--- config.mk ---
export PLATFORM = sky130hd
export DESIGN_NAME = simd_min_part
export DESIGN_NICKNAME = d
export VERILOG_FILES = /design/src/rtl/simd_min_pkg.sv /design/src/rtl/simd_lane_cmp.sv /design/src/rtl/simd_part_chain.sv /design/src/rtl/simd_lane_mux.sv /design/src/rtl/simd_min_part.sv
export SDC_FILE = /design/constraint.sdc
export NUM_CORES = 1
export LEC_CHECK = 0
export ABC_AREA = 1
export CELL_PAD_IN_SITES_DETAIL_PLACEMENT = 0
export CELL_PAD_IN_SITES_GLOBAL_PLACEMENT = 2
export CORE_AREA = 2 2 74 76
export DETAILED_ROUTE_END_ITERATION = 8
export DIE_AREA = 0 0 76 78
export PLACE_DENSITY = 0.83
export SLEW_MARGIN = 20
export SYNTH_ARGS = -nofsm -noshare
export SYNTH_HDL_FRONTEND = slang
export SYNTH_SLANG_ARGS = --single-unit
--- constraint.sdc ---
create_clock -name vclk -period 1.75
set_input_delay 0.35 -clock vclk [all_inputs]
set_output_delay 0.35 -clock vclk [all_outputs]
set_load 0.1 [all_outputs]
--- src/rtl/simd_min_pkg.sv ---
package simd_min_pkg;

    localparam int unsigned LANE_W_DEF = 4;
    localparam int unsigned LANES_DEF  = 4;

    // Result of comparing one lane of x against the same lane of y
    typedef struct packed {
        logic lt;   // x lane strictly below y lane
        logic eq;   // lanes identical
    } lane_flags_t;

    function automatic lane_flags_t compare_lane(input logic [LANE_W_DEF-1:0] a,
                                                 input logic [LANE_W_DEF-1:0] b);
        lane_flags_t f;
        f.lt = (a < b);
        f.eq = (a == b);
        return f;
    endfunction

endpackage

--- src/rtl/simd_lane_cmp.sv ---
module simd_lane_cmp
    import simd_min_pkg::*;
#(
    parameter int unsigned LANE_W = LANE_W_DEF,
    parameter int unsigned LANES  = LANES_DEF,
    localparam int unsigned WORD_W = LANE_W * LANES
) (
    input  logic [WORD_W-1:0] a_i,
    input  logic [WORD_W-1:0] b_i,
    output logic [LANES-1:0]  lt_o,
    output logic [LANES-1:0]  eq_o
);
    for (genvar l = 0; l < LANES; l++) begin : g_lane
        logic [LANE_W-1:0] a_s, b_s;
        assign a_s     = a_i[l*LANE_W +: LANE_W];
        assign b_s     = b_i[l*LANE_W +: LANE_W];
        assign lt_o[l] = (a_s < b_s);
        assign eq_o[l] = (a_s == b_s);
    end
endmodule

--- src/rtl/simd_part_chain.sv ---
module simd_part_chain #(
    parameter int unsigned LANES = 4,
    localparam int unsigned BND_W = LANES - 1
) (
    input  logic [LANES-1:0] lt_i,
    input  logic [LANES-1:0] eq_i,
    input  logic [BND_W-1:0] split_i,
    output logic [LANES-1:0] take_x_o
);
    // edge[j] = 1 when lane j starts a new element (lane 0 and LANES always)
    logic [LANES:0]   edge_v;
    logic [LANES-1:0] lt_acc, eq_acc;

    always_comb begin
        edge_v           = '0;
        edge_v[0]        = 1'b1;
        edge_v[LANES]    = 1'b1;
        edge_v[BND_W:1]  = split_i;
    end

    // Downward cascade: each lane folds in the verdict from the lanes above it
    always_comb begin
        lt_acc = '0;
        eq_acc = '0;
        for (int i = LANES - 1; i >= 0; i--) begin
            if (edge_v[i+1]) begin
                lt_acc[i] = lt_i[i];
                eq_acc[i] = eq_i[i];
            end else begin
                lt_acc[i] = lt_acc[i+1] | (eq_acc[i+1] & lt_i[i]);
                eq_acc[i] = eq_acc[i+1] & eq_i[i];
            end
        end
    end

    // Upward broadcast: the lowest lane of each element holds its verdict
    always_comb begin
        take_x_o = '0;
        for (int i = 0; i < LANES; i++) begin
            if (edge_v[i]) take_x_o[i] = lt_acc[i];
            else           take_x_o[i] = take_x_o[i-1];
        end
    end
endmodule

--- src/rtl/simd_lane_mux.sv ---
module simd_lane_mux #(
    parameter int unsigned LANE_W = 4,
    parameter int unsigned LANES  = 4,
    localparam int unsigned WORD_W = LANE_W * LANES
) (
    input  logic [WORD_W-1:0] a_i,
    input  logic [WORD_W-1:0] b_i,
    input  logic [LANES-1:0]  pick_a_i,
    output logic [WORD_W-1:0] q_o
);
    for (genvar l = 0; l < LANES; l++) begin : g_sel
        assign q_o[l*LANE_W +: LANE_W] = pick_a_i[l] ? a_i[l*LANE_W +: LANE_W]
                                                     : b_i[l*LANE_W +: LANE_W];
    end
endmodule

--- src/rtl/simd_min_part.sv ---
module simd_min_part
    import simd_min_pkg::*;
#(
    parameter int unsigned LANE_W = LANE_W_DEF,
    parameter int unsigned LANES  = LANES_DEF,
    localparam int unsigned WORD_W = LANE_W * LANES,
    localparam int unsigned BND_W  = LANES - 1
) (
    input  logic [WORD_W-1:0] x_i,
    input  logic [WORD_W-1:0] y_i,
    input  logic [BND_W-1:0]  split_i,
    output logic [WORD_W-1:0] min_o
);
    logic [LANES-1:0] lane_lt, lane_eq, take_x;

    simd_lane_cmp #(.LANE_W(LANE_W), .LANES(LANES)) cmp_i (
        .a_i (x_i), .b_i (y_i), .lt_o (lane_lt), .eq_o (lane_eq)
    );

    simd_part_chain #(.LANES(LANES)) chain_i (
        .lt_i (lane_lt), .eq_i (lane_eq), .split_i (split_i), .take_x_o (take_x)
    );

    simd_lane_mux #(.LANE_W(LANE_W), .LANES(LANES)) mux_i (
        .a_i (x_i), .b_i (y_i), .pick_a_i (take_x), .q_o (min_o)
    );
endmodule

# Word level (Yosys, flattened, before mapping)
# Cells that the tools add are included.
[word_totals]
ff_bits = 0
latch_bits = 0
ramBits = 0
romBits = 0
inputBits = 35
output_inout_bits = 16
elab_cells = 27
memories = 0
[op_classes]
addsub = 0
multipliers = 0
div_mod_pow = 0
order_cmp = 4
n_eq_ne = 3
shift = 0
n_mux = 12
n_bitwise = 8
reduce_logical = 0
[op_table]
columns = ["operator", "count"]
rows = [
  ["$lt 4x4->1", 4],
  ["$mux 4", 4],
  ["$eq 4x4->1", 3],
  ["$mux 1", 8],
  ["$and 1x1->1", 5],
  ["$or 1x1->1", 3],
]

# Depth between registers and ports, before layout
# Gate-level depths: netlist (run 1).
[depth]
depth_word = 12
depth_mapped = 16

# Cells and area by module
# Synthesis (run 1) repeated with hierarchy kept, for this count alone.
[unflattened]
cells_unflattened = 155
hier_area_um2 = 777.0
[by_module_without_submodules]
columns = ["mod", "n_inst", "cells_each", "area_each_um2"]
rows = [
  ["simd_lane_cmp", 1, 80, 470.5],
  ["simd_lane_mux", 1, 52, 195.2],
  ["simd_part_chain", 1, 23, 111.4],
]

# Worst setup path after synthesis (run 1)
# OpenSTA, ideal clock, no wires.
[synth_path]
kind = "in2out"
start = "in y_i[11]"
end = "out min_o[8]"
arrival_time_ns = 3.456
required_time_ns = 1.400
path_slack_ns = -2.056
path_stages = 13
path_cell_list = "inv_1 ha_1 nand2_1 nor2_1 nor2_1 nand3_1 nand2_1 nand2_1 nand2_1 inv_2 nand3_2 nand2_2 o21ai_0"
[synth_between]
elab_chain_cells = 11
[synth_lines]
columns = ["item", "line", "text"]
rows = [
  ["start: declaration", "simd_min_part.sv:10", "input logic [WORD_W-1:0] y_i,"],
  ["$lt 4x4->1 / $eq 4x4->1 (equally long branches)", "simd_lane_cmp.sv:17, simd_lane_cmp.sv:18", ""],
  ["$and 1x1->1 (on tied branches)", "simd_part_chain.sv:30, simd_part_chain.sv:31", ""],
  ["$or 1x1->1 / $mux 1 (equally long branches)", "simd_part_chain.sv:30, simd_part_chain.sv:26", ""],
  ["$mux 1, or another cell as far along", "simd_part_chain.sv:26", "if (edge_v[i+1]) begin"],
  ["$or 1x1->1 / $mux 1 (equally long branches)", "simd_part_chain.sv:30, simd_part_chain.sv:26", ""],
  ["$mux 1 / $and 1x1->1 (equally long branches)", "simd_part_chain.sv:26, simd_part_chain.sv:30", ""],
  ["$or 1x1->1", "simd_part_chain.sv:30", "lt_acc[i] = lt_acc[i+1] | (eq_acc[i+1] & lt_i[i]);"],
  ["$mux 1", "simd_part_chain.sv:26", ""],
  ["$mux 1", "simd_part_chain.sv:40", "if (edge_v[i]) take_x_o[i] = lt_acc[i];"],
  ["$mux 1 (*)", "simd_part_chain.sv:40", ""],
  ["$mux 4 (*)", "simd_lane_mux.sv:12", "assign q_o[l*LANE_W +: LANE_W] = pick_a_i[l] ? a_i[l*LANE_W +: LANE_W]"],
  ["end: declaration", "simd_min_part.sv:12", "output logic [WORD_W-1:0] min_o"],
]
# Mark *: on every way between the ends. The rest lies on a longest branch, timed or not.

# Worst setup path in the final report (run 1)
[layout_path]
start = "in y_i[4]"
end = "out min_o[11]"
[layout_between]
elab_chain_cells = 9
[layout_lines]
columns = ["item", "line"]
rows = [
  ["$lt 4x4->1 / $eq 4x4->1 (equally long branches)", "simd_lane_cmp.sv:17, simd_lane_cmp.sv:18"],
  ["$and 1x1->1 (on tied branches)", "simd_part_chain.sv:30, simd_part_chain.sv:31"],
  ["$or 1x1->1 / $mux 1 (equally long branches)", "simd_part_chain.sv:30, simd_part_chain.sv:26"],
  ["$mux 1 / $and 1x1->1 (equally long branches)", "simd_part_chain.sv:26, simd_part_chain.sv:30"],
  ["$or 1x1->1", "simd_part_chain.sv:30"],
  ["$mux 1", "simd_part_chain.sv:26"],
  ["$mux 1 (*) (2 in a row)", "simd_part_chain.sv:40"],
  ["$mux 4 (*)", "simd_lane_mux.sv:12"],
]
# Marked as above.

==> results of run 1 <==
==> cell usage after synthesis <==
library cell	number	area (um^2)
o21ai_2	1	8.760
ha_1	15	187.7
o21a_1	1	7.510
o21ai_0	8	40.04
nand4_1	2	12.51
inv_2	1	3.750
a21oi_1	8	40.04
nand2_2	2	12.51
nand3_2	2	20.02
nand2_1	37	138.9
nand3_1	9	45.04
a31oi_4	1	21.27
nor2_1	10	37.54
inv_1	28	105.1
a21o_1	1	7.510
==> per-layer routing <==
layer  vias to the layer above  routed length (um)  track usage (%)
met2                        26                1645            21.07
met3                         0                 130            1.279
met1                       527                1143            12.36
met5                         -                   0                0
met4                         0                   0                0
li1                        601                   -                -
==> metrics by stage <==
step / power, mW / area, um^2 / setup WS (ns)
4_1_cts: 1.346 / 2356 / -0.6226
6_report: 1.386 / 2431 / -0.6021
3_5_place_dp: 1.184 / 1911 / -1.167
5_1_grt: 1.460 / 2431 / -0.7307
3_3_place_gp: 1.180 / 1911 / -1.171
2_1_floorplan: 0.7347 / 957.2 / -0.6719
==> worst paths after layout <==
kind | end | cells past startpoint
hold / removal | min_o[10] | 4
setup / recovery | min_o[11] | 14
==> area by class of cell <==
cell class	instances	share of cell area, %
tap	70	3.603
timing repair buffer	100	42.20
multi-input combinational	97	49.20
inverter	29	4.992
==> power groups by stage <==
stage          logic [mW]  registers, mW  clock network (mW)
2_1_floorplan       0.735              0                   0
3_3_place_gp         1.18              0                   0
3_5_place_dp         1.18              0                   0
4_1_cts              1.35              0                   0
5_1_grt              1.46              0                   0
6_report             1.39              0                   0
==> logic make-up (layout without fill, tap and decap cells) <==
logic type               Yosys count  in the layout  synth area share [%]
AND/OR/NAND/NOR                   62             62                 38.73
buffers and inverters             29            129                 15.82
AO/OA/AOI/OAI                     20             20                 18.18
adder cells (fa/ha/maj)           15             15                 27.27
==> what timing repair did <==
item | in CTS | in global routing
buffers inserted | 23 | 1
pin swaps | 48 | 21
gates resized for setup | 192 | 20
setup endpoints to repair | 16 | 16
==> key figures, run 1 <==
Run status
  – Status: complete, but fails checks
  – Failing checks: setup timing

Critical path
  – Max incr delay on CP: about 0.21 ns
  – Required time worst endpoint: approximately 1.4 ns
  – Critical Path Fanout Max: 8
  – Worst path bufs/invs: 5
  – Crit path launch type: primary input
  – Arrival time at the worst endpoint: 2.00 ns
  – CP max-delay cell: clkdlybuf4s15_2
  – Crit Path Class: in2out
  – Crit-path cells: clkdlybuf4s15_2 -> ha_1 -> inv_1 -> a21oi_1 -> o21a_1 -> nand2_1 -> nand2_1 -> inv_2 -> nand3_4 -> buf_6 -> nand2_8 -> nor2_4 -> a21oi_4 -> buf_12
  – Crit path max-delay family: buffers and inverters
  – CP Capture Type: primary output
  – Worst Setup SP: y_i[4]
  – Most used cell, CP: nand2_1

Floorplanning
  – Std cell rows: 26
  – # IOs: 51
  – Core box area: between 5000 and 6000 um^2
  – Die Footprint: 5928 um^2
  – Initial Utilization: 13.65%
  – Chip height: approximately 80 um
  – Die Wd: 76 um

Power
  – Leak: between 1 and 1.5 nW
  – Clock network fraction of total power: 0%
  – PD cells: 570.1 nW/um^2
  – Peak VDD IR: 289.8 uV
  – Net load switching power: 805.3 uW
  – Sw frac: 58.10%
  – Sequential power share: 0%
  – Internal: 580.8 uW
  – Combinational Power Share: 100.0%

Timing
  – Setup TNS: -9.016 ns
  – RSZ-0062 raised after global routing: yes
  – Period minus WS final: 2.352 ns
  – Worst-margin pin slew: 0.4810 ns
  – Final setup viols: 16
  – Hold Fails Final Rpt: 0
  – Worst slew margin: 67.85%
  – Fmax achieved: ~430 MHz
  – Final WS setup: -0.6021 ns
  – Final period utilization: 134.4%
  – Pins over their slew limit: 0
  – Min Hold Slack: 1.083 ns

Layout
  – Nets: around 280
  – FFs & Latches: 0
  – Utilization after layout: 48.21%
  – Sequential cell area: 0 um^2
  – Multi-input gate area: 1196 um^2
  – Share of post-route cells with drive strength above 1: approximately 80%
  – CLK BUF: 0
  – Layout area overhead: 253.3%
  – # diodes: 0
  – Filler Cell Count: ~500
  – Most common cell after layout, fill and taps aside: buf_4
  – Post-route insts no fill: 296
  – Most frequent cells in the layout: buf_4, buf_12, nand2_2, buf_2

Placement
  – Placed cells: approximately 270
  – Buffers on Ports: 51
  – GP Congestion: 0.7115
  – Post-DP HPWL: 2091 um

Global routing
  – Vias in the first global route: roughly 1200
  – Initial antenna violation count: 0
  – Gr usage total: 10.42%
  – Global-route wire length before repair: 5382 um
  – Largest net degree at the start of global routing: 9
  – Grt ovf: 0

Route
  – WL final: 2918 um
  – Via count: 1154
  – Antenna-violating nets left: 0
  – Vias/cell: 3.899
  – Drt drc: 0
  – Drt first pass iters: 2
  – Drt wl/cell: 9.858 um
  – Initial DRC count: 14

Logic synthesis
  – Post-Synthesis Cells: 126
  – Seq/Total Area, Yosys: 0%
  – Synthesized area: 688.2 um^2
  – Warnings, synthesis: 0
  – Synth unique cells: 15
  – Avg Inst Size Synth: 5.462 um^2
  – Syn Nets: 176

Min path
  – Critical hold path startpoint: y_i[10]
  – Hold crit path type: in2out

Flow run
  – Max-cap violations: 0

Clock network
  – CTS Hold Buffers Added: 0
No activity file was read; power rests on OpenSTA's default activity.
==> run 2, diff against run 1 <==
- ABC_CLOCK_PERIOD_IN_PS: unset -> 1750
==> results of run 2 <==
No change in the layout: final DEF, timing and power equal those of run 1.
==> run 3, diff against run 2 <==
- ABC_AREA: 1 -> 0
- ABC_CLOCK_PERIOD_IN_PS: 1750 -> 2200
- CORE_AREA: 2 2 74 76 -> 2 2 65 67
- DIE_AREA: 0 0 76 78 -> 0 0 67 69
- PLACE_DENSITY: 0.83 -> 0.87
- clock period: 1.75 -> 2.2 ns (I/O delays scaled with it)
==> key figures, run 3 <==
Run status
  – Status: complete, but fails checks
  – Failing checks: setup timing

Logic synthesis
  – Synth unique cells: 29 (+14)
  – Largest area contributor in the netlist: ha_1
  – Synthesized area: 688.2 um^2 (unchanged)
  – Post-synth top cells: inv_1, ha_1, mux2_2
  – Post-Synthesis Cells: 81 (-36%)
  – Top-count cell post-synth: inv_1
  – Syn Nets: 131 (-26%)
  – Yosys top cell area share: 27.27% (unchanged)
  – Avg Inst Size Synth: 8.496 um^2 (+56%)
  – Synth top area cells: ha_1, mux2_2, inv_1
  – Seq/Total Area, Yosys: 0% (unchanged)
  – Warnings, synthesis: 0 (unchanged)

Min path
  – Hold crit path type: in2out

Route
  – Via count: 848 (-27%)
  – Drt drc: 0 (unchanged)
  – WL final: 2441 um (-16%)
  – Vias/cell: 4.487 (+15%)
  – Antenna-violating nets left: 0 (unchanged)
  – Initial DRC count: 5 (-9)
  – Drt first pass iters: 2 (unchanged)
  – Drt wl/cell: 12.92 um (+31%)

Critical path
  – Arrival time at the worst endpoint: 2.22 ns (+0.22 ns)
  – Required time worst endpoint: 1.76 ns (+0.36 ns)
  – Critical Path Fanout Max: 4 (-4)
  – Worst path bufs/invs: 2 (-3)
  – Crit path launch type: primary input
  – Crit-path cells: clkdlybuf4s50_1 -> or2_2 -> o221a_1 -> o22a_4 -> mux2_4 -> buf_12
  – Max incr delay on CP: 0.45 ns (+0.24 ns)
  – CP Capture Type: primary output
  – Crit path max-delay family: buffers and inverters
  – Crit Path Class: in2out
  – CP max-delay cell: clkdlybuf4s50_1

Global routing
  – Vias in the first global route: 920 (-26%)
  – Initial antenna violation count: 0 (unchanged)
  – Gr usage total: 10.56% (+0.14 points)
  – Global-route wire length before repair: 4015 um (-25%)
  – Largest net degree at the start of global routing: 5 (-4)
  – Grt ovf: 0 (unchanged)

Flow run
  – Max-cap violations: 0 (unchanged)

Power
  – PD cells: 456.5 nW/um^2 (-20%)
  – Leak: 0.7831 nW (-29%)
  – Peak VDD IR: 165.0 uV (-43%)

Placement
  – Pre-CTS setup slack: -1.117 ns (+0.05007 ns)
  – Buffers on Ports: 51 (unchanged)
  – Post-DP HPWL: 2172 um (+3.9%)
  – GP Congestion: 0.6731 (-5.4%)
  – Area after DPL: 1724 um^2 (-9.8%)

Layout
  – Most frequent cells in the layout: buf_2, buf_12, mux2_4, ha_4, buf_4
  – Most common cell after layout, fill and taps aside: buf_2
  – Layout area overhead: 162.4%
  – Finished Cell Area: 1805 um^2 (-26%)
  – FFs & Latches: 0 (unchanged)
  – Share of post-route cells with drive strength above 1: 84.89% (+3.0 points)
  – Sequential cell area: 0 um^2 (unchanged)
  – CLK BUF: 0 (unchanged)
  – # diodes: 0 (unchanged)
  – Nets: 191 (-31%)
  – Filler Cell Count: 388 (-22%)

Timing
  – Worst slew margin: 75.25% (+7.4 points)
  – Final period utilization: 121.1%
  – Final WS setup: -0.4637 ns (+0.1384 ns)
  – Period minus WS final: 2.664 ns
  – Pins over their slew limit: 0 (unchanged)
  – Worst-margin pin slew: 0.3712 ns (-0.1098 ns)
  – RSZ-0062 raised after global routing: yes
  – Hold Fails Final Rpt: 0 (unchanged)
  – Final setup viols: 16 (unchanged)
  – Setup TNS: -6.918 ns (+2.098 ns)
  – Fmax achieved: 375.4 MHz

Floorplanning
  – Die Wd: 67 um (-12%)
  – # IOs: 51 (unchanged)
  – Die Footprint: 4623 um^2 (-22%)
  – Initial Utilization: 17.58% (+3.9 points)
  – Chip height: 69 um (-12%)
  – Core box area: 3914 um^2 (-22%)
  – Std cell rows: 23 (-12%)
## run 3: what timing repair did
item / CTS / global route
pin swaps: 23 / 2
endpoints found under the hold margin: 0 / 0
endpoints found under the setup margin: 16 / 16
resized for setup: 164 / 2
setup buffers: 3 / 0
hold buffers: 0 / 0
## run 3: routing by layer
layer  part of all wire [%]  global-route usage (%)  vias to the layer above  wire length (um)
met1                     34                   11.32                      391               839
met2                     57                   21.34                       33              1384
met3                    7.4                   1.142                        4               180
met5                      0                       0                        -                 0
li1                       -                       -                      420                 -
met4                    1.5                   1.587                        0                36
## run 3: metrics by stage
stage | std cells | utilization, % | hold WS, ns | total power [mW]
6_report | 189 | 46.13 | 1.266 | 0.8242
5_1_grt | 189 | 46.13 | 1.275 | 0.8634
4_1_cts | 189 | 45.78 | 1.267 | 0.8248
3_5_place_dp | 187 | 44.05 | 1.691 | 0.7883
3_3_place_gp | 187 | 44.05 | 1.671 | 0.7752
2_1_floorplan | 81 | - | 1.200 | 0.4875
## run 3: area by class of cell
cell class                      instances  area (um^2)  area share, %
Multi-Input combinational cell         65        996.0          55.16
Timing Repair Buffer                   58        636.9          35.27
Inverter                               16        110.1          6.098
Tap cell                               50        62.56          3.465
## run 3: kinds of logic after synthesis
family | count (synthesis) | share of synthesized area [%]
buffers and inverters | 16 | 8.728
AO/OA/AOI/OAI | 20 | 24.00
AND/OR/NAND/NOR | 14 | 11.64
multiplexers | 16 | 28.36
adder cells (fa/ha/maj) | 15 | 27.27
## run 3: where the power goes
part	switching (mW)	internal, mW	total [mW]
Sequential	0	0	0
Clock	0	0	0
Combinational	0.467	0.357	0.824
Total	0.467	0.357	0.824
## run 3: worst paths after layout
kind / from / end / slack (ns) / depth (start not counted)
max: split_i[1] / min_o[0] / -0.46 / 6
min: y_i[15] / min_o[15] / 1.27 / 3
